`config.mk`:
```
export PLATFORM = sky130hd
export DESIGN_NAME = stop_wake_ctrl
export DESIGN_NICKNAME = d
export VERILOG_FILES = /design/src/rtl/swc_pkg.sv /design/src/rtl/swc_wait_sel.sv /design/src/rtl/swc_cnt.sv /design/src/rtl/swc_seq_fsm.sv /design/src/rtl/stop_wake_ctrl.sv
export SDC_FILE = /design/constraint.sdc
export NUM_CORES = 1
export LEC_CHECK = 0
export BUFFER_PORTS_ARGS = -buffer_cell sky130_fd_sc_hd__buf_2
export CAP_MARGIN = 20
export CORE_ASPECT_RATIO = 0.5
export CORE_MARGIN = 8
export CORE_UTILIZATION = 49
export DETAILED_ROUTE_END_ITERATION = 10
export PLACE_DENSITY = 0.68
export SYNTH_ARGS = -nofsm -noshare
export SYNTH_HDL_FRONTEND = slang
export SYNTH_SLANG_ARGS = --single-unit
```
`constraint.sdc`:
```
create_clock -name clk -period 6.2 [get_ports clk]
set_input_delay 0.31 -clock clk [delete_from_list [all_inputs] [get_ports clk]]
set_output_delay 0.31 -clock clk [all_outputs]
set_load 0.005 [all_outputs]
```
`src/rtl/swc_pkg.sv`:
```
// Shared types for the stop mode clock wake controller.
package swc_pkg;
    typedef enum logic [1:0] {
        ST_RUN  = 2'd0,
        ST_STOP = 2'd1,
        ST_WAIT = 2'd2,
        ST_RSEQ = 2'd3
    } swc_state_t;
endpackage

```
`src/rtl/swc_wait_sel.sv`:
```
// Wait length selector.
// Maps the two-bit select code to a cycle count of 2**exponent.
// When the wake follows a stop entered with the PLL running, codes 00 and 01
// are replaced by code 10 and the error output is raised.
// Assumes every exponent is below CW.
module swc_wait_sel #(
    parameter int EXP0 = 10,
    parameter int EXP1 = 12,
    parameter int EXP2 = 13,
    parameter int EXP3 = 15,
    parameter int CW   = 16
) (
    input  logic [1:0]    ws_sel,
    input  logic          pll_stop,
    output logic [CW-1:0] len,
    output logic          force_err
);
    logic [CW-1:0] len_tab [4];
    logic [1:0]    code_eff;

    function automatic int exp_of(input int idx);
        case (idx)
            0:       return EXP0;
            1:       return EXP1;
            2:       return EXP2;
            default: return EXP3;
        endcase
    endfunction

    // Build the length table, one entry per select code.
    for (genvar g = 0; g < 4; g++) begin : g_tab
        assign len_tab[g] = CW'(1) << exp_of(g);
    end

    // Force a legal code on a PLL wake with a short select.
    always_comb begin
        force_err = pll_stop && !ws_sel[1];
        code_eff  = force_err ? 2'b10 : ws_sel;
        len       = len_tab[code_eff];
    end
endmodule

```
`src/rtl/swc_cnt.sv`:
```
// Down counter that runs once per load.
// A load starts a run of load_val cycles. done is high in the last cycle of
// the run. Loads that arrive while a run is active restart it, so the owner
// must issue only one load per run. Assumes load_val >= 1.
module swc_cnt #(
    parameter int CW = 16
) (
    input  logic          clk,
    input  logic          rst_n,
    input  logic          load,
    input  logic [CW-1:0] load_val,
    output logic          done
);
    logic [CW-1:0] cnt;
    logic          active;

    // Count down from load_val-1 to zero, then go idle.
    always_ff @(posedge clk) begin
        if (!rst_n) begin
            cnt    <= '0;
            active <= 1'b0;
        end else if (load) begin
            cnt    <= load_val - CW'(1);
            active <= 1'b1;
        end else if (active) begin
            if (cnt == '0) active <= 1'b0;
            else            cnt    <= cnt - CW'(1);
        end
    end

    assign done = active && (cnt == '0);
endmodule

```
`src/rtl/swc_seq_fsm.sv`:
```
// Phase sequencer: run, stop, stabilization wait, reset sequence.
// Records whether the release came from an external reset (which wins over
// a wake). Emits one-cycle pulses that start the wait and sequence counters.
module swc_seq_fsm
    import swc_pkg::*;
(
    input  logic       clk,
    input  logic       rst_n,
    input  logic       stop_set,
    input  logic       wake_req,
    input  logic       ext_rst_req,
    input  logic       wait_done,
    input  logic       seq_done,
    output swc_state_t state,
    output logic       enter_stop,
    output logic       release_go,
    output logic       seq_go
);
    swc_state_t state_nx;
    logic       cause_ext;

    // Decode the start pulses from the current phase and its inputs.
    always_comb begin
        enter_stop = (state == ST_RUN)  && stop_set;
        release_go = (state == ST_STOP) && (wake_req || ext_rst_req);
        seq_go     = (state == ST_WAIT) && wait_done && cause_ext;
    end

    // Next-phase selection.
    always_comb begin
        state_nx = state;
        case (state)
            ST_RUN:  if (stop_set)   state_nx = ST_STOP;
            ST_STOP: if (release_go) state_nx = ST_WAIT;
            ST_WAIT: if (wait_done)  state_nx = cause_ext ? ST_RSEQ : ST_RUN;
            ST_RSEQ: if (seq_done)   state_nx = ST_RUN;
            default:                 state_nx = ST_RUN;
        endcase
    end

    // Phase register and release cause.
    always_ff @(posedge clk) begin
        if (!rst_n) begin
            state     <= ST_RUN;
            cause_ext <= 1'b0;
        end else begin
            state <= state_nx;
            if (release_go) cause_ext <= ext_rst_req;
        end
    end
endmodule

```
`src/rtl/stop_wake_ctrl.sv`:
```
// Stop mode clock wake controller (top).
// Enters stop on a write of one to the stop bit and disables the oscillator,
// the PLL and the CPU clock. Releases stop on wake or external reset.
// Restarts the oscillator and PLL together and times one shared
// stabilization wait. An external reset release then runs a reset sequence
// phase. Assumes inputs are synchronous to clk.
module stop_wake_ctrl
    import swc_pkg::*;
#(
    parameter int WS_EXP0     = 10,
    parameter int WS_EXP1     = 12,
    parameter int WS_EXP2     = 13,
    parameter int WS_EXP3     = 15,
    parameter int RST_SEQ_LEN = 4
) (
    input  logic       clk,
    input  logic       rst_n,
    input  logic       stop_wr,
    input  logic       stop_wdata,
    input  logic [1:0] ws_sel,
    input  logic       pll_use,
    input  logic       periph_out_dis,
    input  logic       wake_req,
    input  logic       ext_rst_req,
    output logic       osc_en,
    output logic       pll_en,
    output logic       pin_hiz,
    output logic       cpu_clk_en,
    output logic       rst_seq,
    output logic       busy,
    output logic       ws_err
);
    localparam int MAX01 = (WS_EXP0 > WS_EXP1) ? WS_EXP0 : WS_EXP1;
    localparam int MAX23 = (WS_EXP2 > WS_EXP3) ? WS_EXP2 : WS_EXP3;
    localparam int CW    = ((MAX01 > MAX23) ? MAX01 : MAX23) + 1;
    localparam int SW    = $clog2(RST_SEQ_LEN + 1);
    localparam logic [SW-1:0] SEQ_LEN_V = SW'(RST_SEQ_LEN);

    swc_state_t    state;
    logic          enter_stop, release_go, seq_go;
    logic          wait_done, seq_done;
    logic          pll_stop_q, hiz_q;
    logic [CW-1:0] wait_len;
    logic          force_err;

    swc_seq_fsm i_fsm (
        .clk         (clk),
        .rst_n       (rst_n),
        .stop_set    (stop_wr && stop_wdata),
        .wake_req    (wake_req),
        .ext_rst_req (ext_rst_req),
        .wait_done   (wait_done),
        .seq_done    (seq_done),
        .state       (state),
        .enter_stop  (enter_stop),
        .release_go  (release_go),
        .seq_go      (seq_go)
    );

    swc_wait_sel #(
        .EXP0 (WS_EXP0), .EXP1 (WS_EXP1), .EXP2 (WS_EXP2), .EXP3 (WS_EXP3), .CW (CW)
    ) i_sel (
        .ws_sel    (ws_sel),
        .pll_stop  (pll_stop_q),
        .len       (wait_len),
        .force_err (force_err)
    );

    swc_cnt #(.CW (CW)) i_wait_cnt (
        .clk      (clk),
        .rst_n    (rst_n),
        .load     (release_go),
        .load_val (wait_len),
        .done     (wait_done)
    );

    swc_cnt #(.CW (SW)) i_seq_cnt (
        .clk      (clk),
        .rst_n    (rst_n),
        .load     (seq_go),
        .load_val (SEQ_LEN_V),
        .done     (seq_done)
    );

    // Capture PLL use and pin-float permission at stop entry; hold the sticky error.
    always_ff @(posedge clk) begin
        if (!rst_n) begin
            pll_stop_q <= 1'b0;
            hiz_q      <= 1'b0;
            ws_err     <= 1'b0;
        end else begin
            if (enter_stop) begin
                pll_stop_q <= pll_use;
                hiz_q      <= periph_out_dis;
            end
            if (release_go && force_err) ws_err <= 1'b1;
        end
    end

    // Output decode from the phase.
    always_comb begin
        osc_en     = (state != ST_STOP);
        pll_en     = (state == ST_RUN) ? pll_use : ((state == ST_STOP) ? 1'b0 : pll_stop_q);
        pin_hiz    = (state == ST_STOP) && hiz_q;
        cpu_clk_en = (state == ST_RUN);
        rst_seq    = (state == ST_RSEQ);
        busy       = (state == ST_STOP) || (state == ST_WAIT);
    end
endmodule

```
==> summary.txt <==
Tcrit/Tclk final -> 0.422
Clock sinks -> 27
Power per cell area -> 485 mW/mm^2
Number of synthesized register bits -> 27
Die height -> 56.5 um
Worst VDD drop -> 258 uV
Status -> complete, no violations
DIE WIDTH -> 97.1 um
Global placement routability congestion -> 0.855
Largest family of logic cells by synthesized area -> compound AO/OA/AOI/OAI gates
CTS tree -> built
CP top delay family -> simple AND/OR/NAND/NOR gates
Avg WL per Cell -> 14.4 um
Worst relative slew slack -> 0.559
Final ANT Viol Nets -> 0
Placeable Area -> 0.00307 mm^2
Setup violations, final -> 0
Die ar. -> 0.00549 mm^2
Placed cell area -> 0.00169 mm^2
Placed cell count -> 240
Via total after detailed routing -> 1483
Cell area after synthesis -> 0.00161 mm^2
Synth warn -> 0
Clock Skew -> 0.0108 ns
Critical path arrival -> 2.80 ns
H-tree depth -> 1
Ranking of synthesized cells by area -> dfxtp_1 (34%), ha_1 (5.4%), nand2_1 (4.4%)
# resized after CTS -> 0
Register area share after synthesis -> 0.336
DR pass1 iterations -> 4
Syn-to-layout area delta -> 7.61%
Mapped Nets -> 214
Share of cells above drive strength 1 -> 0.142
Synth Area in Compound Gates -> 0.277
Max Clk Rate -> 382 MHz
Crit path cell chain -> or4_1 > or4_4 > o31ai_4 > o311ai_0 > a41oi_1
Slew Viols, Final -> 0
Buf/Inv on CP -> 0
Leak pwr -> 0.637 nW
Initial Util -> 0.525
Final instance area -> 0.00173 mm^2
Nets -> 222
Post-synthesis cell type count -> 52
Initial DRC count -> 102
Gr ovfl total -> 0
I/O Buffers -> 16
Clock Tree Root -> clkbuf_8
All-layer global routing usage -> 0.132
Worst Max-Slew Pin Slew -> 0.658 ns
Post-route insts no fill -> 244
FFs w/ async S/R, synth -> 0
Clk_lat worst skew -> 0.28 ns
Crit Path Max Fanout -> 10
Rows -> 14
Hold/Removal Path Class -> input port to flip-flop
Post-Syn Instances -> 197
Top-Level Pins -> 17
Vias in the first global route -> 1337
Worst path required time -> 6.38 ns
EDFF count, synth -> 0
Predominant post-synthesis flop cell -> dfxtp_1
Slowest cell on the critical path -> or4_1
Via density -> 6.08
Post-Synth Adder-Cell Area -> 0.0544
Largest net degree at the start of global routing -> 25
Mean Syn Cell Area -> 8.17 um^2
Clock Pin Slew Worst Setup and Hold Paths -> 0.10 ns
Crit-path max cell delay -> 0.63 ns
Max-cap check violation count -> 0
Initial antenna violation count -> 0
Synthesized-area fraction occupied by xor and xnor cells -> 0.0272
Finished Core Util -> 0.565
Synth area leader -> dfxtp_1
Global-route wire length before repair -> 6.15 mm
# DRC -> 0
Clock Path Buffers -> 2
Number of diodes -> 0
Detailed placement HPWL -> 2.48 mm
Crit path launch type -> flip-flop
Synth Area in Simple Gates -> 0.232
Tmin final -> 2.62 ns
Hold_buf cts -> 0
CTS Buf Count -> 3
Critical path capture point type -> flip-flop
Top-area cell type share of the netlist area -> 0.336
Total routed wirelength -> 3.52 mm
Setup CP Type -> flip-flop to flip-flop
Setup repair bufs after CTS -> 0
Final setup TNS -> 0 ns
Final hold vios -> 0
Post-synthesis mux area share -> 0.0124
RSZ-0062 raised after global routing -> false
through the flow:
| step | hold WS, ns | power, W | worst slack, ns |
|---|---|---|---|
| after floorplan | 0.423 | 0.000656 | 3.69 |
| after CTS | 0.252 | 0.000845 | 3.57 |
| after global routing | 0.248 | 0.000922 | 3.43 |
| final | 0.258 | 0.000840 | 3.58 |
| after detailed placement | 0.445 | 0.000740 | 3.59 |
| after global placement | 0.437 | 0.000733 | 3.67 |
area by class of cell:
cell class | instances | area (um^2)
fillers | 298 | 1330
multi-input cells | 146 | 971
flip-flops and latches | 27 | 541
repair buffers | 17 | 87.6
well taps | 40 | 50.0
clock buffers | 3 | 41.3
inverters | 10 | 37.5
clock inverters | 1 | 5.00
sequential cells by signal (all words and copies together), names as in the netlist:
| signal | count |
|---|---|
| i_fsm.cause_ext | 1 |
| i_seq_cnt.active | 1 |
| pll_stop_q | 1 |
| i_wait_cnt.active | 1 |
| i_wait_cnt.cnt | 16 |
| i_fsm.state | 2 |
| i_seq_cnt.cnt | 3 |
| hiz_q | 1 |
| ws_err | 1 |
cells by family (layout without fill, tap and decap cells):
| group | count (synthesis) | count (layout) |
|---|---|---|
| adder cells (fa/ha/maj) | 7 | 7 |
| buffers and inverters | 24 | 31 |
| flip-flops | 27 | 27 |
| XOR/XNOR | 5 | 5 |
| AND/OR/NAND/NOR | 70 | 70 |
| AO/OA/AOI/OAI | 62 | 62 |
| multiplexers | 2 | 2 |
layout by cell type (no fill, tap or decap), types with 2 or more instances in the layout:
master / Yosys / routed
ha_1: 7 / 7
nand2_1: 19 / 19
clkbuf_8: 0 / 3
a41oi_1: 3 / 3
nor2_1: 12 / 12
inv_1: 9 / 9
nand3b_1: 3 / 3
buf_2: 1 / 16
xor2_1: 3 / 3
xnor2_1: 2 / 2
or3_1: 7 / 7
or4_1: 4 / 4
nand2b_1: 3 / 3
and2_1: 2 / 2
a21oi_2: 2 / 2
a31oi_1: 9 / 9
o21a_1: 3 / 3
o22ai_1: 2 / 2
o21ai_0: 13 / 13
mux2i_1: 2 / 2
a21oi_1: 12 / 12
nand3_1: 3 / 3
dfxtp_1: 27 / 27
nor3_1: 8 / 8
nor4_1: 3 / 3
path summary, 6_finish.rpt:
path,endpoint,startpoint,slack (ns),depth (start not counted)
max,i_wait_cnt.cnt[4]$_SDFFE_PN0P_,i_wait_cnt.cnt[3]$_SDFFE_PN0P_,3.58,5
min,hiz_q$_SDFFE_PN0P_,periph_out_dis,0.26,3
max reg2reg,i_wait_cnt.cnt[4]$_SDFFE_PN0P_,i_wait_cnt.cnt[3]$_SDFFE_PN0P_,3.58,5
min reg2reg,i_wait_cnt.cnt[15]$_SDFFE_PN0P_,i_wait_cnt.cnt[15]$_SDFFE_PN0P_,0.46,2
power by group:
group	switching [W]	total (W)	internal, W
sequential	0.0000672	0.000291	0.000224
combinational	0.000266	0.000448	0.000182
clock	0.0000563	0.000101	0.0000451
total	0.000389	0.000840	0.000451
metal layers:
layer  part of all wire  wire (um)  vias up  track usage
li1                   -          -      746            -
met1               0.48       1700      706        0.164
met2               0.45       1570       29        0.216
met3              0.067        236        2       0.0451
met4             0.0045         16        0       0.0260
met5                  0          0        -            0
Yosys cell counts (3+ instances only):
cell / n
ha_1: 7
or3_1: 7
or4_1: 4
nor2_1: 12
inv_1: 9
o21ai_0: 13
nand3_1: 3
nand3b_1: 3
o21a_1: 3
xor2_1: 3
nand2b_1: 3
dfxtp_1: 27
clkbuf_1: 11
nor4_1: 3
a41oi_1: 3
a31oi_1: 9
a21oi_1: 12
nor3_1: 8
nand2_1: 19
worst reg2reg max path: cells and delay by family (launching register included):
kind,cells,cell delay [ns]
simple gates,2,1.26
compound gates,3,0.89
flops,1,0.37
No activity file was read; power rests on OpenSTA's default activity.
